`src/rtl/trace_fifo_pkg.sv`:
```
package trace_fifo_pkg;
  typedef enum logic [1:0] {
    TAIL_ZERO    = 2'd0,
    TAIL_CAPTURE = 2'd1,
    TAIL_FETCH   = 2'd2
  } tail_sel_e;
endpackage

```
`src/rtl/trace_shift_store.sv`:
```
module trace_shift_store #(
  parameter int DEPTH  = 8,
  parameter int WORD_W = 16
) (
  input  logic              clk_i,
  input  logic              rst_ni,
  input  logic              shift_i,
  input  logic [WORD_W-1:0] tail_i,
  output logic [WORD_W-1:0] head_o
);
  logic [DEPTH-1:0][WORD_W-1:0] stage_q;
  logic [DEPTH-1:0][WORD_W-1:0] stage_d;

  // stage 0 faces the read ports, stage DEPTH-1 takes new words
  for (genvar g = 0; g < DEPTH; g++) begin : g_stage
    if (g == DEPTH - 1) begin : g_tail
      assign stage_d[g] = tail_i;
    end else begin : g_body
      assign stage_d[g] = stage_q[g+1];
    end
  end

  always_ff @(posedge clk_i or negedge rst_ni) begin
    if (!rst_ni)      stage_q <= '0;
    else if (shift_i) stage_q <= stage_d;
  end

  assign head_o = stage_q[0];
endmodule

```
`src/rtl/trace_fill_count.sv`:
```
module trace_fill_count #(
  parameter int DEPTH = 8,
  parameter int CNT_W = $clog2(DEPTH + 1)
) (
  input  logic             clk_i,
  input  logic             rst_ni,
  input  logic             clear_i,
  input  logic             inc_i,
  output logic [CNT_W-1:0] count_o
);
  localparam logic [CNT_W-1:0] CntMax = CNT_W'(DEPTH);
  localparam logic [CNT_W-1:0] CntOne = CNT_W'(1);

  logic [CNT_W-1:0] cnt_q;

  always_ff @(posedge clk_i or negedge rst_ni) begin
    if (!rst_ni)                      cnt_q <= '0;
    else if (clear_i)                 cnt_q <= inc_i ? CntOne : '0;
    else if (inc_i && cnt_q != CntMax) cnt_q <= cnt_q + CntOne;
  end

  assign count_o = cnt_q;
endmodule

```
`src/rtl/trace_read_port.sv`:
```
module trace_read_port #(
  parameter int WORD_W = 16,
  parameter int BYTE_W = WORD_W / 2
) (
  input  logic              clk_i,
  input  logic              rst_ni,
  input  logic              clear_i,
  input  logic              byte_mode_i,
  input  logic              rd_hi_i,
  input  logic              rd_lo_i,
  input  logic [WORD_W-1:0] head_i,
  output logic [BYTE_W-1:0] hi_o,
  output logic [BYTE_W-1:0] lo_o,
  output logic              hold_vld_o
);
  logic [WORD_W-1:0] hold_q;
  logic              hold_vld_q;

  // low read consumes the latch; high read only latches in word mode
  always_ff @(posedge clk_i or negedge rst_ni) begin
    if (!rst_ni) begin
      hold_q     <= '0;
      hold_vld_q <= 1'b0;
    end else if (clear_i || rd_lo_i) begin
      hold_vld_q <= 1'b0;
    end else if (rd_hi_i && !byte_mode_i) begin
      hold_q     <= head_i;
      hold_vld_q <= 1'b1;
    end
  end

  logic use_hold;
  assign use_hold = hold_vld_q && !byte_mode_i;

  always_comb begin
    lo_o = use_hold ? hold_q[BYTE_W-1:0] : head_i[BYTE_W-1:0];
    if (byte_mode_i) hi_o = '0;
    else             hi_o = use_hold ? hold_q[WORD_W-1:BYTE_W] : head_i[WORD_W-1:BYTE_W];
  end

  assign hold_vld_o = hold_vld_q;
endmodule

```
`src/rtl/trace_fifo_readout.sv`:
```
module trace_fifo_readout
  import trace_fifo_pkg::*;
#(
  parameter int DEPTH  = 8,
  parameter int WORD_W = 16,
  parameter int BYTE_W = WORD_W / 2,
  parameter int CNT_W  = $clog2(DEPTH + 1)
) (
  input  logic              clk_i,
  input  logic              rst_ni,
  input  logic              arm_i,
  input  logic              byte_mode_i,
  input  logic              cap_en_i,
  input  logic [WORD_W-1:0] cap_data_i,
  input  logic [WORD_W-1:0] fetch_addr_i,
  input  logic              rd_hi_i,
  input  logic              rd_lo_i,
  output logic [BYTE_W-1:0] hi_data_o,
  output logic [BYTE_W-1:0] lo_data_o,
  output logic [CNT_W-1:0]  count_o
);
  logic              arm_q;
  logic              arm_rise;
  logic              cap_take;
  logic              shift;
  logic              cnt_inc;
  tail_sel_e         tail_sel;
  logic [WORD_W-1:0] cap_word;
  logic [WORD_W-1:0] tail_word;
  logic [WORD_W-1:0] head_word;
  logic              hold_vld;

  always_ff @(posedge clk_i or negedge rst_ni) begin
    if (!rst_ni) arm_q <= 1'b0;
    else         arm_q <= arm_i;
  end

  assign arm_rise = arm_i && !arm_q;
  assign cap_take = arm_i && cap_en_i;
  assign shift    = cap_take || rd_lo_i;
  // profiling: a disarmed read is itself a capture of the fetch address
  assign cnt_inc  = cap_take || (!arm_i && rd_lo_i);

  assign cap_word = byte_mode_i ? {{(WORD_W-BYTE_W){1'b0}}, cap_data_i[BYTE_W-1:0]} : cap_data_i;

  always_comb begin
    if (cap_take)   tail_sel = TAIL_CAPTURE;
    else if (arm_i) tail_sel = TAIL_ZERO;
    else            tail_sel = TAIL_FETCH;
    case (tail_sel)
      TAIL_CAPTURE: tail_word = cap_word;
      TAIL_FETCH:   tail_word = fetch_addr_i;
      default:      tail_word = '0;
    endcase
  end

  trace_shift_store #(.DEPTH(DEPTH), .WORD_W(WORD_W)) i_store (
    .clk_i   (clk_i),
    .rst_ni  (rst_ni),
    .shift_i (shift),
    .tail_i  (tail_word),
    .head_o  (head_word)
  );

  trace_fill_count #(.DEPTH(DEPTH), .CNT_W(CNT_W)) i_count (
    .clk_i   (clk_i),
    .rst_ni  (rst_ni),
    .clear_i (arm_rise),
    .inc_i   (cnt_inc),
    .count_o (count_o)
  );

  trace_read_port #(.WORD_W(WORD_W), .BYTE_W(BYTE_W)) i_port (
    .clk_i       (clk_i),
    .rst_ni      (rst_ni),
    .clear_i     (arm_rise),
    .byte_mode_i (byte_mode_i),
    .rd_hi_i     (rd_hi_i),
    .rd_lo_i     (rd_lo_i),
    .head_i      (head_word),
    .hi_o        (hi_data_o),
    .lo_o        (lo_data_o),
    .hold_vld_o  (hold_vld)
  );
endmodule

```
`config.mk`:
```
export PLATFORM = sky130hd
export DESIGN_NAME = trace_fifo_readout
export DESIGN_NICKNAME = d
export VERILOG_FILES = /design/src/rtl/trace_fifo_pkg.sv /design/src/rtl/trace_shift_store.sv /design/src/rtl/trace_fill_count.sv /design/src/rtl/trace_read_port.sv /design/src/rtl/trace_fifo_readout.sv
export SDC_FILE = /design/constraint.sdc
export NUM_CORES = 1
export LEC_CHECK = 0
export CORE_ASPECT_RATIO = 1.1
export CORE_UTILIZATION = 60
export CTS_CLUSTER_SIZE = 14
export DETAILED_ROUTE_END_ITERATION = 8
export DONT_BUFFER_PORTS = 1
export HOLD_SLACK_MARGIN = 0.1
export PLACE_DENSITY = 0.76
export SLEW_MARGIN = 20
export SYNTH_ARGS = -nofsm -noshare
export SYNTH_HDL_FRONTEND = slang
export SYNTH_SLANG_ARGS = --single-unit
```
`constraint.sdc`:
```
create_clock -name clk_i -period 1.8 [get_ports clk_i]
set_input_delay 0 -clock clk_i [delete_from_list [all_inputs] [get_ports clk_i]]
set_output_delay 0 -clock clk_i [all_outputs]
set_load 0.005 [all_outputs]
```
==> results.json, run 1 <==
{
  "p_leak_nw": 3.281,
  "tns_ns": 0,
  "antenna_found_initial": 0,
  "start_util_pct": 61.82,
  "cts_buffers": 17,
  "clk_pin_slew_ns": 0.06,
  "dr.pass1.iters": 6,
  "cts_tree": "built",
  "synth_top_area_share_pct": 61.69,
  "finalCriticalPeriod_ns": 1.705,
  "place.port_buffers": 0,
  "criticalPathCategory": "in -> reg",
  "synth_xor_area_share_pct": 0,
  "drtIter0Drc": 198,
  "synth.area.mux_share_pct": 28.32,
  "synth-compound-area-share_pct": 3.352,
  "final_nets": 493,
  "hold_viol": 150,
  "violations": "design-rule violations, negative hold slack",
  "synth_seq_cells": 150,
  "grtUsageTotal_pct": 21.45,
  "synth_top_family_by_area": "multiplexers",
  "drc": 1,
  "ys_async_sr_fraction_pct": 100.0,
  "ant_nets": 0,
  "worstPathRequired_ns": 2.19,
  "start_kind": "input pin",
  "irDropWorstVdd_mv": 0.7657,
  "post_cts_buffers": 0,
  "place.gp.congestion": 0.7478,
  "skew_ns": 0.006968,
  "end_kind": "flop",
  "rows": 38,
  "fillerInstances": 574,
  "grt_pass1_vias": 3460,
  "setup_viol": 0,
  "io_pins": 59,
  "core_um2": 9842,
  "drive_gt1_share_pct": 37.42,
  "antennaDiodeCount": 0,
  "power_density_nw_per_um2": 1350,
  "cap_violations": 0,
  "synth-seq-area-share_pct": 61.69,
  "ys_types": 27,
  "yosys-top-cells-area": "dfrtp_1 62%, mux2_2 25%, mux2i_1 3.0%",
  "gr-total-overflow": 0,
  "maxSlewHeadroom_pct": 42.89,
  "yosysMostFrequentCell": "dfrtp_1",
  "grt_pass1_wl_um": 17010,
  "synthToLayoutAreaGrowth_pct": 18.10,
  "chipHeight_um": 107.6,
  "tightest_slew_ns": 0.8538,
  "routedWlPerCell_um": 17.69,
  "clk_latency_ns": 0.52,
  "min_path_type": "in -> async",
  "ys.flop_type": "dfrtp_1",
  "cts_buffer_depth": 2,
  "die-area_um2": 10550,
  "synth_area_um2": 6085,
  "outcome": "finished, violations left",
  "synth_largest_area_cell": "dfrtp_1",
  "vias": 3333,
  "grt_max_degree": 151,
  "h-tree-depth": 4,
  "die_x_um": 98.02,
  "max_freq_ghz": 0.5866,
  "rsz0062_at_grt": "no",
  "synth_common_cells": "150 x dfrtp_1, 136 x mux2_2, 18 x mux2i_1",
  "root_buffer": "clkbuf_8",
  "hold_ws_ns": -0.8244,
  "avgSynthCellArea_um2": 14.91,
  "slew_violations": 0,
  "hpwl_um": 5585,
  "fin_crit_sh_pct": 94.71,
  "final_util_pct": 73.01,
  "synth-edff-count": 0,
  "wirelength_um": 10350,
  "synth-simple-area-share_pct": 3.722,
  "numClockSinks": 150,
  "synth_fa_ha_area_share_pct": 0.4113,
  "power_w": 0.009700,
  "ys_warn_count": 0,
  "crit_arrival_ns": 2.09,
  "syn_nets": 449,
  "drt-vias-per-instance": 5.697,
  "syn_inst": 408,
  "crit_fanout": 10
}
==> power breakdown <==
group          internal, W  total (W)  switching, W
sequential         0.00429    0.00479      0.000504
combinational     0.000898    0.00137      0.000476
clock              0.00224    0.00354       0.00130
total              0.00742    0.00970       0.00228
==> per-layer routing <==
metal  GRT usage, %  vias to the layer above  share of wire [%]
met5              0                        -                  0
met4          9.524                        0                2.5
met3          7.078                       21                4.7
met2          33.80                       89                 49
met1          27.19                     1680                 44
li1               -                     1543                  -
==> logic make-up (layout without fill, tap and decap cells) <==
kind of cell | Yosys count | count (layout)
flops | 150 | 150
simple gates | 42 | 42
fa+ha+maj | 2 | 2
compound gates | 33 | 33
buf+inv | 26 | 83
mux | 155 | 155
==> layout make-up <==
cell class,count,area [um^2],area share [%]
well taps,120,150.1,2.090
inverters,4,15.01,0.2090
flip-flops and latches,150,3754,52.24
repair buffers,47,475.5,6.617
clock buffers,18,417.9,5.816
multi-input cells,232,2190,30.47
clock inverters,14,183.9,2.560
==> cells in the final DEF, fill, tap and decap left out, types with 3 or more instances in the layout <==
cell type,count
mux2_2,136
dfrtp_1,150
inv_1,4
buf_4,3
a21oi_1,4
nand2_1,17
dlygate4sd3_1,42
clkinv_2,5
o21ai_0,12
clkinvlp_4,4
nor2_1,10
mux2i_1,18
bufinv_16,4
a22oi_1,15
clkbuf_16,16
==> sequential cells by signal, indices dropped and copies added, names as in the netlist <==
| name | count |
|---|---|
| arm_q | 1 |
| i_count.count_o | 4 |
| i_port.hold_q | 16 |
| i_port.hold_vld_o | 1 |
| i_store.head_o | 16 |
| i_store.stage_d | 112 |
==> repair_timing <==
action,4_1_cts,5_1_grt
hold buffers,42,1
endpoints found under the hold margin,308,151
resized for setup,0,1
setup endpoints to repair,0,1
==> per-stage QoR <==
step / std cells / instance area [um^2] / setup WS, ns
floorplan: 408 / 6085 / 0.3471
CTS: 584 / 7173 / 0.05278
finish: 585 / 7186 / 0.09527
global placement: 510 / 6151 / 0.3507
global route: 585 / 7186 / 0.02867
detailed placement: 510 / 6151 / 0.2536
==> worst max-delay path: stages <==
cell	delay [ns]
dlygate4sd3_1	0.92
and3b_1	0.36
a21oi_1	0.17
dlygate4sd3_1	0.56
o21ai_0	0.07
==> final timing paths <==
check / start / slack [ns] / cells after the start / end
max: byte_mode_i / 0.1 / 5 / i_store.stage_d[110]
min: rst_ni / -0.82 / 0 / i_port.hold_q[10]
max reg2reg: i_count.count_o[0] / 0.22 / 5 / i_count.count_o[2]
min reg2reg: i_port.hold_q[14] / 0.49 / 1 / i_port.hold_q[14]
max in group asynchronous: rst_ni / 2.40 / 0 / i_store.head_o[0]
min in group clk_i: fetch_addr_i[13] / 0.14 / 3 / i_store.stage_d[109]
Power figures use the tool's default switching activity.
==> inputs of run 2 (changes only) <==
==> constraint.sdc (replaced) <==
create_clock -name clk_i -period 1.8 [get_ports clk_i]
set_input_delay 0.36 -clock clk_i [delete_from_list [all_inputs] [get_ports clk_i]]
set_output_delay 0.36 -clock clk_i [all_outputs]
set_load 0.005 [all_outputs]
==> run 2 against run 1 <==
Net effect:
- the flow still finishes with violations (design-rule violations, negative hold slack)
- sequential share of layout area rose by 0.83 points
- hold slack improved by 0.36 ns
- critical path depth fell by 3
- global-route usage rose by 0.10 points
- die area did not move
- clock-buffer cell count rose by 6
- design area fell by 1.6%
- clock power fell by 10%
- register-to-register slack improved by 0.04 ns
- combinational power barely moved
==> results.json, run 2 (synthesis results as in run 1) <==
{
  "outcome": "finished, violations left",
  "violations": "design-rule violations, negative hold slack",
  "place.gp.congestion": 0.7427,
  "clk_latency_ns": 0.52,
  "setup_viol": 0,
  "tightest_slew_ns": 0.6148,
  "min_path_type": "in -> async",
  "hpwl_um": 5613,
  "rows": 38,
  "finalWorstSetupSlack_ns": 0.009424,
  "place.port_buffers": 0,
  "cts_tree": "built",
  "largest_reg_flops": 112,
  "cap_violations": 0,
  "power_w": 0.009329,
  "h-tree-depth": 4,
  "slew_violations": 0,
  "preCtsSetupSlack_ns": 0.2769,
  "dr.pass1.iters": 6,
  "final_common_cell": "dfrtp_1",
  "irDropWorstVdd_mv": 0.7664,
  "root_buffer": "clkbuf_8",
  "io_pins": 59,
  "numClockSinks": 150,
  "drive_gt1_share_pct": 37.67,
  "final_nets": 486,
  "clk_pin_slew_ns": 0.06,
  "vias": 3300,
  "routedWlPerCell_um": 17.79,
  "layout_common_cells": "150 x dfrtp_1, 134 x mux2_2, 34 x dlygate4sd3_1",
  "grtUsageTotal_pct": 21.55,
  "grt_pass1_wl_um": 17280,
  "worstPathRequired_ns": 1.44,
  "synthToLayoutAreaGrowth_pct": 16.25,
  "end_kind": "output port",
  "ant_nets": 0,
  "max_freq_ghz": 0.5585,
  "grt_max_degree": 151,
  "design_area_um2": 7073,
  "chipHeight_um": 107.6,
  "hold_viol": 150,
  "drc": 1,
  "rsz0062_at_grt": "yes",
  "die_x_um": 98.02,
  "hold_ws_ns": -0.4671,
  "criticalPathCategory": "reg -> out",
  "drt-vias-per-instance": 5.749,
  "drtIter0Drc": 152,
  "grt_pass1_vias": 3545,
  "wirelength_um": 10210,
  "cts_buffers": 17,
  "maxSlewHeadroom_pct": 59.01,
  "start_kind": "flop",
  "post_cts_buffers": 0,
  "cts_buffer_depth": 2,
  "dpl_cell_area_um2": 6171,
  "antennaDiodeCount": 0,
  "cts_hold_buf": 35,
  "finalNonFillerCells": 574,
  "fin_crit_sh_pct": 99.48,
  "crit_arrival_ns": 1.43,
  "p_leak_nw": 3.263,
  "crit_fanout": 8,
  "start_util_pct": 61.82,
  "dpl.cell_count": 511,
  "finalCriticalPeriod_ns": 1.791,
  "antenna_found_initial": 0,
  "die-area_um2": 10550,
  "core_um2": 9842,
  "gr-total-overflow": 0,
  "skew_ns": 0.003997,
  "power_density_nw_per_um2": 1319
}
run 2: cell count changes in the layout (fill, tap and decap cells not counted), sizes merged:
cell and delta:
dlygate4sd3 -8, clkbuf +6, clkinv -4, bufinv -3, clkinvlp -3, buf +1
run 2: layer usage:
layer	GRT usage, %	vias to the layer above	routed length, um
met5	0	-	0
met3	6.753	20	530
li1	-	1534	-
met2	34.56	96	4951
met1	26.92	1650	4526
met4	9.848	0	204
run 2: where the power goes:
group	leakage [nW]	total, W	internal [W]	switching [W]
Clock	0.259	0.00317	0.00194	0.00122
Combinational	1.11	0.00138	0.000927	0.000455
Sequential	1.89	0.00478	0.00429	0.000496
run 2: through the flow:
step	utilization [%]	TNS (ns)
after floorplan	-	0
after global routing	71.87	-0.8358
after CTS	71.76	-0.1678
final	71.87	0
after detailed placement	62.70	0
after global placement	62.70	0
run 2: path summary, 6_finish.rpt:
check,from,end,slack (ns),depth (start not counted)
worst max register to register,i_count.count_o[0],i_count.count_o[2],0.26,5
max in group asynchronous,rst_ni,i_port.hold_q[0],2.09,0
min in group clk_i,arm_i,i_count.count_o[0],0.13,2
worst min register to register,i_port.hold_q[14],i_port.hold_q[14],0.49,1
worst min-delay path,rst_ni,i_store.stage_d[12],-0.47,0
worst max-delay path,i_port.hold_vld_o,lo_data_o[5],0.009,2
run 2: area by class of cell:
type	count	area [um^2]
Sequential cell	150	3754
Fill cell	624	2769
Multi-Input combinational cell	232	2207
Clock buffer	24	480.5
Timing Repair Buffer	40	419.2
Tap cell	120	150.1
Clock inverter	4	47.55
Inverter	4	15.01
run 2: critical path: stages, from the launching register on:
cell     delay [ns]
dfrtp_1        0.41
nand2_4        0.14
mux2_2         0.36
run 2: repair_timing:
action | CTS | global route
cloned | 0 | 0
pin swaps | 1 | 0
gates resized for setup | 4 | 3
endpoints found under the setup margin | 9 | 23
endpoints found under the hold margin | 169 | 150
==> inputs of run 3 (changes only) <==
- CAP_MARGIN: not set -> 0
- clock period: 1.8 -> 2.1 ns (I/O delays scaled with it)
==> run 3 against run 2 <==
Net effect:
- the flow still finishes with violations (design-rule violations, negative hold slack)
- sequential power down 14%
- critical endpoint is now lo_data_o[6]
- largest power group unchanged
- flip-flop and latch count stayed put
- total power is 12% lower
- cell count increased by 0.17%
- worst setup slack gained 0.094 ns
- global-route usage is essentially flat
- register-to-register slack better by 0.27 ns
- design area grew 0.21%
- sequential share of layout area down 0.11 points
- routed wire length is 2.9% lower
- non-clock buffer count is 3 lower
- clock-buffer cell count is 4 lower
==> results.json, run 3 (synthesis results as in run 1) <==
{
  "vias": 3282,
  "tightest_slew_ns": 0.5746,
  "h-tree-depth": 4,
  "fillerInstances": 619,
  "ant_nets": 0,
  "violations": "design-rule violations, negative hold slack",
  "irDropWorstVdd_mv": 0.6988,
  "grt_pass1_vias": 3466,
  "max_freq_ghz": 0.5008,
  "maxSlewHeadroom_pct": 61.55,
  "combinationalPowerShare_pct": 14.0,
  "grtUsageTotal_pct": 21.52,
  "drc": 1,
  "p_sw_w": 0.001923,
  "dr.pass1.iters": 6,
  "cts_hold_buf": 32,
  "antennaDiodeCount": 0,
  "die-area_um2": 10550,
  "root_buffer": "clkbuf_8",
  "gr-total-overflow": 0,
  "crit_arrival_ns": 1.58,
  "drt-vias-per-instance": 5.708,
  "fin_crit_sh_pct": 95.08,
  "r2r-end": "i_count.count_o[2]",
  "synthToLayoutAreaGrowth_pct": 16.49,
  "cp_cell_sequence": "nand2_1 > mux2_2",
  "cts_tree": "built",
  "crit_fanout": 8,
  "largest_reg_flops": 112,
  "power_density_nw_per_um2": 1163,
  "hpwl_um": 5578,
  "grt_max_degree": 151,
  "finalCriticalPeriod_ns": 1.997,
  "criticalPathCategory": "reg -> out",
  "start_kind": "flop",
  "final_common_cell": "dfrtp_1",
  "r2r_slack_ns": 0.53,
  "final_util_pct": 72.02,
  "start_util_pct": 61.82,
  "cts_buffer_depth": 2,
  "rows": 38,
  "layout_common_cells": "150 x dfrtp_1, 136 x mux2_2, 32 x dlygate4sd3_1",
  "drtIter0Drc": 181,
  "slew_violations": 0,
  "hold_viol": 150,
  "worstPathRequired_ns": 1.68,
  "clk_latency_ns": 0.52,
  "io_pins": 59,
  "seq_area_um2": 3754,
  "die_x_um": 98.02,
  "tns_ns": 0,
  "p_clk_share_pct": 36.3,
  "path_buf_inv": 0,
  "setup_viol": 0,
  "final_nets": 483,
  "cap_violations": 0,
  "r2r-start": "i_count.count_o[0]",
  "finalNonFillerCells": 575,
  "drive_gt1_share_pct": 38.46,
  "cp_top_family": "multiplexers",
  "antenna_found_initial": 0,
  "critical_path.slowest_cell": "mux2_2",
  "place.gp.congestion": 0.7101,
  "p_int_w": 0.006320,
  "p_seq_share_pct": 49.7,
  "place.port_buffers": 0,
  "grt_pass1_wl_um": 16990,
  "reg2regPathDepth": 5,
  "clk_pin_slew_ns": 0.06,
  "core_um2": 9842,
  "cts_buffers": 17,
  "min_path_type": "in -> async",
  "skew_ns": 0.007050,
  "hold_ws_ns": -0.4127,
  "p_leak_nw": 3.252,
  "routedWlPerCell_um": 17.24,
  "cts_resized": 0,
  "chipHeight_um": 107.6,
  "end_kind": "output port",
  "slowest_delay_ns": 0.39,
  "switching_share_pct": 23.33,
  "multi_input_area_um2": 2190,
  "wirelength_um": 9914,
  "outcome": "finished, violations left",
  "rsz0062_at_grt": "no",
  "dpl.cell_count": 511,
  "numClockSinks": 150
}
run 3: cell count changes in the layout (fill, tap and decap cells not counted), sizes merged, moves of 2 or more:
cell	previous run	this run
bufinv	1	3
clkbuf	24	20
clkinv	2	6
dlygate4sd3	34	32
run 3: area by class of cell:
cell class / instances / share of cell area (%)
Sequential cell: 150 / 52.96
Inverter: 4 / 0.2118
Clock inverter: 12 / 2.136
Multi-Input combinational cell: 232 / 30.89
Timing Repair Buffer: 37 / 5.402
Clock buffer: 20 / 6.284
Tap cell: 120 / 2.118
run 3: how the worst max path moves through the flow:
stage	from	to	slack, ns	cells after the start
6_report	i_port.hold_vld_o	lo_data_o[6]	0.10	2
5_1_grt	i_port.hold_vld_o	lo_data_o[2]	0.01	2
3_5_place_dp	i_count.count_o[0]	i_count.count_o[2]	0.55	5
2_1_floorplan	byte_mode_i	lo_data_o[0]	0.35	4
3_3_place_gp	byte_mode_i	lo_data_o[5]	0.55	3
4_1_cts	i_port.hold_vld_o	lo_data_o[7]	0.05	2
run 3: layer usage:
layer  share of wire [%]  vias up  track usage, %
met2                  49       85           33.80
met3                 5.2        9           6.948
li1                    -     1540               -
met4                 1.2        0           8.766
met5                   0        -               0
met1                  45     1648           27.84
run 3: stage by stage:
stage / area, um^2 / worst slack (ns) / total power (W)
finish: 7088 / 0.1033 / 0.008243
global route: 7088 / 0.009993 / 0.008673
CTS: 7088 / 0.04787 / 0.008319
detailed placement: 6171 / 0.5471 / 0.005235
global placement: 6171 / 0.5549 / 0.005128
floorplan: 6085 / 0.3503 / 0.004977
run 3: repair_timing:
item,CTS,global route
buffers inserted,0,0
setup endpoints to repair,0,0
endpoints found under the hold margin,169,150
run 3: power by group through the flow:
stage	sequential (W)	clock, W	combinational, W
6_report	0.00410	0.00299	0.00116
5_1_grt	0.00421	0.00319	0.00127
4_1_cts	0.00411	0.00305	0.00117
3_5_place_dp	0.00415	0	0.00108
3_3_place_gp	0.00410	0	0.00103
2_1_floorplan	0.00399	0	0.000986
